[src/rtl/mac_pkg.sv]
package mac_pkg;

    localparam int W_A    = 30;
    localparam int W_B    = 18;
    localparam int W_C    = 48;
    localparam int W_D    = 25;
    localparam int W_P    = 48;
    localparam int W_PRE  = 25;
    localparam int W_M    = W_PRE + W_B;
    localparam int W_SUM  = W_P + 2;
    localparam int SHIFT  = 17;

    typedef enum logic [1:0] {
        XS_ZERO = 2'd0, XS_MUL = 2'd1, XS_P = 2'd2, XS_AB = 2'd3
    } xsel_e;

    typedef enum logic [1:0] {
        YS_ZERO = 2'd0, YS_MUL = 2'd1, YS_C = 2'd2, YS_RSV = 2'd3
    } ysel_e;

    typedef enum logic [2:0] {
        ZS_ZERO = 3'd0, ZS_PCIN = 3'd1, ZS_P = 3'd2, ZS_C = 3'd3,
        ZS_RSV4 = 3'd4, ZS_PCIN_SH = 3'd5, ZS_P_SH = 3'd6, ZS_RSV7 = 3'd7
    } zsel_e;

    typedef struct packed {
        zsel_e z;
        ysel_e y;
        xsel_e x;
    } opmode_t;

    typedef struct packed {
        opmode_t    op;
        logic [1:0] alu;
        logic       csel;
    } ctl_t;

    typedef struct packed {
        logic [W_A-1:0] a;
        logic [W_B-1:0] b;
        logic [W_D-1:0] d;
        logic [1:0]     pre;
    } in_t;

    typedef struct packed {
        logic [W_P-1:0] p;
        logic           co;
        logic           hit;
        logic           msign;
    } out_t;

    function automatic logic op_illegal(opmode_t o);
        return ((o.x == XS_MUL) != (o.y == YS_MUL)) || (o.y == YS_RSV) ||
               (o.z == ZS_RSV4) || (o.z == ZS_RSV7);
    endfunction

    function automatic logic [W_P-1:0] sra_cascade(logic [W_P-1:0] v);
        logic signed [W_P-1:0] s;
        s = v;
        return W_P'(s >>> SHIFT);
    endfunction

endpackage

[src/rtl/mac_pipe_reg.sv]
module mac_pipe_reg #(
    parameter int W  = 1,
    parameter bit EN = 1'b1
) (
    input  logic         clk,
    input  logic         rst,
    input  logic         ce,
    input  logic [W-1:0] d,
    output logic [W-1:0] q
);
    generate
        if (EN) begin : g_reg
            logic [W-1:0] r;
            always_ff @(posedge clk) begin
                if (rst)     r <= '0;
                else if (ce) r <= d;
            end
            assign q = r;
        end else begin : g_bypass
            logic unused_ctl;
            assign unused_ctl = ^{clk, rst, ce};
            assign q = d;
        end
    endgenerate
endmodule

[src/rtl/mac_preadd_mult.sv]
module mac_preadd_mult
    import mac_pkg::*;
(
    input  logic [W_PRE-1:0] a_lo,
    input  logic [W_D-1:0]   d,
    input  logic [W_B-1:0]   b,
    input  logic [1:0]       pre_ctl,
    output logic [W_P-1:0]   prod
);
    logic [W_PRE-1:0]       pre;
    logic signed [W_M-1:0]  m;

    always_comb begin
        case (pre_ctl)
            2'b01:   pre = d + a_lo;
            2'b11:   pre = d - a_lo;
            default: pre = a_lo;
        endcase
    end

    assign m    = $signed({{W_B{pre[W_PRE-1]}}, pre}) * $signed({{W_PRE{b[W_B-1]}}, b});
    assign prod = {{(W_P - W_M){m[W_M-1]}}, m};
endmodule

[src/rtl/mac_alu.sv]
module mac_alu
    import mac_pkg::*;
#(
    parameter logic [W_P-1:0] PATTERN = '0
) (
    input  ctl_t           ctl,
    input  logic [W_P-1:0] prod,
    input  logic [W_P-1:0] ab,
    input  logic [W_C-1:0] c,
    input  logic [W_P-1:0] pc_in,
    input  logic [W_P-1:0] p_fb,
    input  logic           cin_ext,
    input  logic           cc_in,
    output logic [W_P-1:0] result,
    output logic           co,
    output logic           hit,
    output logic           bad
);
    logic [W_P-1:0]   xv, yv, zv;
    logic             both_mul, cin;
    logic [W_SUM-1:0] sxy, zx, tot;

    always_comb begin
        both_mul = (ctl.op.x == XS_MUL) && (ctl.op.y == YS_MUL);
        case (ctl.op.x)
            XS_MUL:  xv = both_mul ? prod : '0;
            XS_P:    xv = p_fb;
            XS_AB:   xv = ab;
            default: xv = '0;
        endcase
        yv = (ctl.op.y == YS_C) ? c : '0;
        case (ctl.op.z)
            ZS_PCIN:    zv = pc_in;
            ZS_P:       zv = p_fb;
            ZS_C:       zv = c;
            ZS_PCIN_SH: zv = sra_cascade(pc_in);
            ZS_P_SH:    zv = sra_cascade(p_fb);
            default:    zv = '0;
        endcase
        cin = ctl.csel ? cc_in : cin_ext;
        sxy = {2'b00, xv} + {2'b00, yv} + W_SUM'(cin);
        zx  = {2'b00, zv};
        tot = zx + sxy;
        if (ctl.alu == 2'b11) begin
            result = zv - sxy[W_P-1:0];
            co     = (zx >= sxy);
        end else begin
            result = tot[W_P-1:0];
            co     = |tot[W_SUM-1:W_P];
        end
        hit = (((result ^ PATTERN) & ~c) == '0);
        bad = op_illegal(ctl.op);
    end
endmodule

[src/rtl/mac_slice.sv]
module mac_slice
    import mac_pkg::*;
#(
    parameter bit IN_REG  = 1'b1,
    parameter bit C_REG   = 1'b1,
    parameter bit M_REG   = 1'b1,
    parameter bit CTL_REG = 1'b1,
    parameter bit P_REG   = 1'b1,
    parameter logic [W_P-1:0] PATTERN = '0
) (
    input  logic             clk,
    input  logic [W_A-1:0]   a,
    input  logic [W_B-1:0]   b,
    input  logic [W_C-1:0]   c,
    input  logic [W_D-1:0]   d,
    input  logic [1:0]       pre_ctl,
    input  logic [6:0]       opmode,
    input  logic [1:0]       alu_mode,
    input  logic             carry_sel,
    input  logic             carry_in,
    input  logic [W_P-1:0]   pc_in,
    input  logic             cc_in,
    input  logic             ce_in,
    input  logic             rst_in,
    input  logic             ce_c,
    input  logic             rst_c,
    input  logic             ce_m,
    input  logic             rst_m,
    input  logic             ce_ctl,
    input  logic             rst_ctl,
    input  logic             ce_p,
    input  logic             rst_p,
    output logic [W_P-1:0]   p,
    output logic             carry_out,
    output logic             pat_hit,
    output logic [W_P-1:0]   pc_out,
    output logic             cc_out,
    output logic             msign_out,
    output logic             opmode_bad
);
    localparam int W_IN  = $bits(in_t);
    localparam int W_CTL = $bits(ctl_t);
    localparam int W_OUT = $bits(out_t);

    in_t            in_d, in_q;
    ctl_t           ctl_d, ctl_q;
    out_t           out_d, out_q;
    logic [W_C-1:0] c_q;
    logic [W_P-1:0] prod_c, prod_q;

    assign in_d  = {a, b, d, pre_ctl};
    assign ctl_d = {opmode, alu_mode, carry_sel};

    mac_pipe_reg #(.W(W_IN), .EN(IN_REG)) u_in_stage (
        .clk(clk), .rst(rst_in), .ce(ce_in), .d(in_d), .q(in_q));

    mac_pipe_reg #(.W(W_C), .EN(C_REG)) u_c_stage (
        .clk(clk), .rst(rst_c), .ce(ce_c), .d(c), .q(c_q));

    mac_preadd_mult u_mult (
        .a_lo(in_q.a[W_PRE-1:0]), .d(in_q.d), .b(in_q.b),
        .pre_ctl(in_q.pre), .prod(prod_c));

    mac_pipe_reg #(.W(W_P), .EN(M_REG)) u_m_stage (
        .clk(clk), .rst(rst_m), .ce(ce_m), .d(prod_c), .q(prod_q));

    mac_pipe_reg #(.W(W_CTL), .EN(CTL_REG)) u_ctl_stage (
        .clk(clk), .rst(rst_ctl), .ce(ce_ctl), .d(ctl_d), .q(ctl_q));

    mac_alu #(.PATTERN(PATTERN)) u_alu (
        .ctl(ctl_q), .prod(prod_q), .ab({in_q.a, in_q.b}), .c(c_q),
        .pc_in(pc_in), .p_fb(out_q.p), .cin_ext(carry_in), .cc_in(cc_in),
        .result(out_d.p), .co(out_d.co), .hit(out_d.hit), .bad(opmode_bad));

    assign out_d.msign = prod_q[W_P-1];

    mac_pipe_reg #(.W(W_OUT), .EN(P_REG)) u_out_stage (
        .clk(clk), .rst(rst_p), .ce(ce_p), .d(out_d), .q(out_q));

    assign p         = out_q.p;
    assign carry_out = out_q.co;
    assign pat_hit   = out_q.hit;
    assign pc_out    = out_q.p;
    assign cc_out    = out_q.co;
    assign msign_out = out_q.msign;
endmodule

[config.mk]
export PLATFORM = sky130hd
export DESIGN_NAME = mac_slice
export DESIGN_NICKNAME = d
export VERILOG_FILES = /design/src/rtl/mac_pkg.sv /design/src/rtl/mac_pipe_reg.sv /design/src/rtl/mac_preadd_mult.sv /design/src/rtl/mac_alu.sv /design/src/rtl/mac_slice.sv
export SDC_FILE = /design/constraint.sdc
export NUM_CORES = 2
export LEC_CHECK = 0
export ABC_AREA = 1
export BUFFER_PORTS_ARGS = -buffer_cell sky130_fd_sc_hd__buf_2
export CORE_ASPECT_RATIO = 0.7
export CORE_MARGIN = 4
export CORE_UTILIZATION = 45
export DETAILED_ROUTE_END_ITERATION = 8
export SLEW_MARGIN = 20
export SYNTH_ARGS = -nofsm -noshare
export SYNTH_HDL_FRONTEND = slang
export SYNTH_HIERARCHICAL = 1
export SYNTH_SLANG_ARGS = --single-unit
[constraint.sdc]
create_clock -name clk -period 8.1 [get_ports clk]
set_clock_uncertainty 0.05 [all_clocks]
set_input_delay 1.215 -clock clk [delete_from_list [all_inputs] [get_ports clk]]
set_output_delay 1.215 -clock clk [all_outputs]
set_load 0.05 [all_outputs]
==> results.toml <==
[floorplanning]
initial_utilization_pct = 45.3
rows = 96
top_level_ports = 295
fp.dieH_um = 271
dieArea_um2 = 104000
core_um2 = 97900
die_w_um = 383

[worst_setup_path]
slowest_delay_ns = 0.57
end_kind = "flip-flop"
cp_max_fo = 9
crit_type = "flip-flop to flip-flop"
cp-start-kind = "flip-flop"
slowest_stage = "fa_1"
cp_common_cell = "inv_1"
crit_arrival_ns = 8.90
worstPathRequired_ns = 8.61

[layout]
final_cell_mix = "1904 x nand2_1, 1481 x inv_1, 951 x nor2_1"
final_nets = 8758
final_common_cell = "nand2_1"
area.growth.synth_to_final_pct = 21.9
drive_above_1_share_pct = 19.6

[synth]
synth_edf_count = 0
syn_inst = 7191
ys_warn_count = 6
syn_nets = 8107
synth-seq-area-share_pct = 10.5
async_flop_share_pct = 0
yosysTopAreaCell = "fa_1"
synth_cell_types = 61
synth-seq-cells = 232
synth-main-ff-cell = "dfxtp_1"
syn-mean-instance-area_um2 = 6.17
synth_area_leaders = "fa_1 20%, nand2_1 17%, inv_1 13%"
yosysTopAreaCellShare_pct = 20.1
synth_area_um2 = 44400

[grt]
overflow = 0
grt_max_degree = 106
grt_pass1_wl_mm = 297
antenna_found_initial = 6
grt_usage_pct = 38.7
grt_pass1_vias = 45300

[route]
vias = 48500
drt_iter0_drc = 5958
dr.pass1.iters = 6
wl_mm = 207
drc = 0
vias_per_cell = 5.27
antenna_left = 0
wl_per_cell_um = 22.5

[place]
io_buffers = 294
dp_slack_ns = -0.875
place.gp.congestion = 1.07
dp_hpwl_mm = 175

[timing]
fin_crit_ns = 8.39
rsz0062_at_grt = "yes"
hold_ws_ns = 0.418
setup_slack_ns = -0.290
slew_headroom_pct = 18.1
fmax_ghz = 0.119
post-route-period-util_pct = 104
drv_slew = 0
worst_slew_pin_slew_ns = 1.22
hold_viol = 0
setup-violations-final = 20

[clock_tree]
cts_tree = "built"
cts-root-buf = "clkbuf_16"
cts_buffers = 29
h-tree-depth = 1
clock-sinks = 232
clk_path_buf_depth = 3
clkTransAtPathRegs_ns = 0.07
clk_latency_ns = 0.63
cts_hold_buf = 0

[run_status]
violations = "negative setup slack"
status = "complete, but fails checks"

[hold_path]
min_path_type = "flip-flop to flip-flop"

[pwr]
ir_drop_v = 0.000512
p_seq_share_pct = 7.4
p_int_uw = 9210
p_clk_share_pct = 7.3
p_comb_share_pct = 85.3
p_per_area_nw_per_um2 = 363
swShare_pct = 53.0
p_sw_uw = 10400
p_leak_uw = 0.0295

[job]
maxCapViolCount = 0
-- synth_stat cells (4+ instances only) --
cell type     n
xor2_1      105
nand2_1    1979
o2111ai_1     7
nand2_2      36
a31oi_1      23
o21ai_1      11
a21o_1       20
buf_6        29
a21oi_1     212
o21ai_2       8
o211ai_1     38
a221oi_1     43
and2_1       43
a21boi_0      5
or2_2        10
buf_2        65
o21a_1        6
dfxtp_1     232
nand3_1     371
clkbuf_1     90
inv_2        14
buf_4        88
o21bai_1     21
ha_1        276
inv_1      1535
o22ai_1       9
a211oi_1      5
nand4_1      54
nor3_1       30
nor2_4        4
nor3_2        4
xnor2_1      30
nor2_1     1035
nand3_2      18
o31ai_1       4
nor2_2       41
a21oi_2      10
nand3b_1      4
nand2_4       4
fa_1        446
o21ai_0     173
buf_1        12
clkinv_1      7
nor4_1       10
-- power by group through the flow --
stage,clock (uW),combinational [uW],sequential [uW]
floorplan,0,7110,1480
global route,1490,18100,1470
CTS,1450,14200,1450
finish,1440,16700,1460
detailed placement,0,12700,1470
global placement,0,12700,1470
-- layer usage --
metal / global-route usage (%) / wire length (um) / up-vias
met5: 0 / 0 / -
met4: 4.75 / 3110 / 0
met3: 16.3 / 32000 / 190
met2: 49.5 / 74200 / 2596
met1: 60.4 / 97700 / 22900
li1: - / - / 22800
-- cell families (layout without fill, tap and decap cells) --
group	Yosys count	count (layout)	share of synthesized area (%)
compound gates	602	602	8.10
fa+ha+maj	722	722	27.9
buf+inv	1844	2516	17.1
simple gates	3655	3656	33.8
other cells	0	6	0
mux	1	1	0.0254
xor+xnor	135	135	2.66
flops	232	232	10.5
-- worst max-delay path, delay by kind of cell, from the launching register on --
kind,cells,cell delay [ns]
compound gates,2,0.54
xor+xnor,2,0.42
fa+ha+maj,8,3.67
buf+inv,13,1.18
flops,1,0.34
simple gates,19,2.10
-- final cells by class --
cell class | instances | area, um2
tap | 1323 | 1660
inverter | 1556 | 5870
antenna | 6 | 15.0
timing repair buffer | 907 | 6500
sequential | 232 | 4660
clock buffer | 38 | 820
multi-input combinational | 5116 | 34400
clock inverter | 15 | 191
fill | 10100 | 43800
-- state kept, by name, summed over array words and instances, names as in the netlist --
register	count
u_c_stage/q	48
u_ctl_stage/q	10
u_in_stage/q	75
u_m_stage/q	48
u_out_stage/q	51
-- through the flow --
step	std cells	total power, uW	setup TNS (ns)	util, %	instance area, um2
6_report	9193	19600	-2.02	55.3	54100
5_1_grt	9188	21100	-11.65	55.3	54100
4_1_cts	9152	17100	-1.77	53.6	52500
3_5_place_dp	9071	14100	-14.81	51.2	50200
3_3_place_gp	9071	14200	-13.37	51.2	50200
2_1_floorplan	7191	8590	0	-	44400
-- path summary, 6_finish.rpt --
path / cells after the start / endpoint / slack (ns) / start
max: 44 / u_m_stage/q[41] / -0.29 / u_in_stage/q[47]
min: 2 / u_out_stage/q[1] / 0.42 / u_out_stage/q[1]
max reg2reg: 44 / u_m_stage/q[41] / -0.29 / u_in_stage/q[47]
min reg2reg: 2 / u_out_stage/q[1] / 0.42 / u_out_stage/q[1]
-- timing repair --
action,CTS,global route
pin swaps,125,158
gates resized for setup,277,337
gates cloned,1,0
endpoints found under the setup margin,34,35
buffers inserted,29,36
Power figures use the tool's default switching activity.
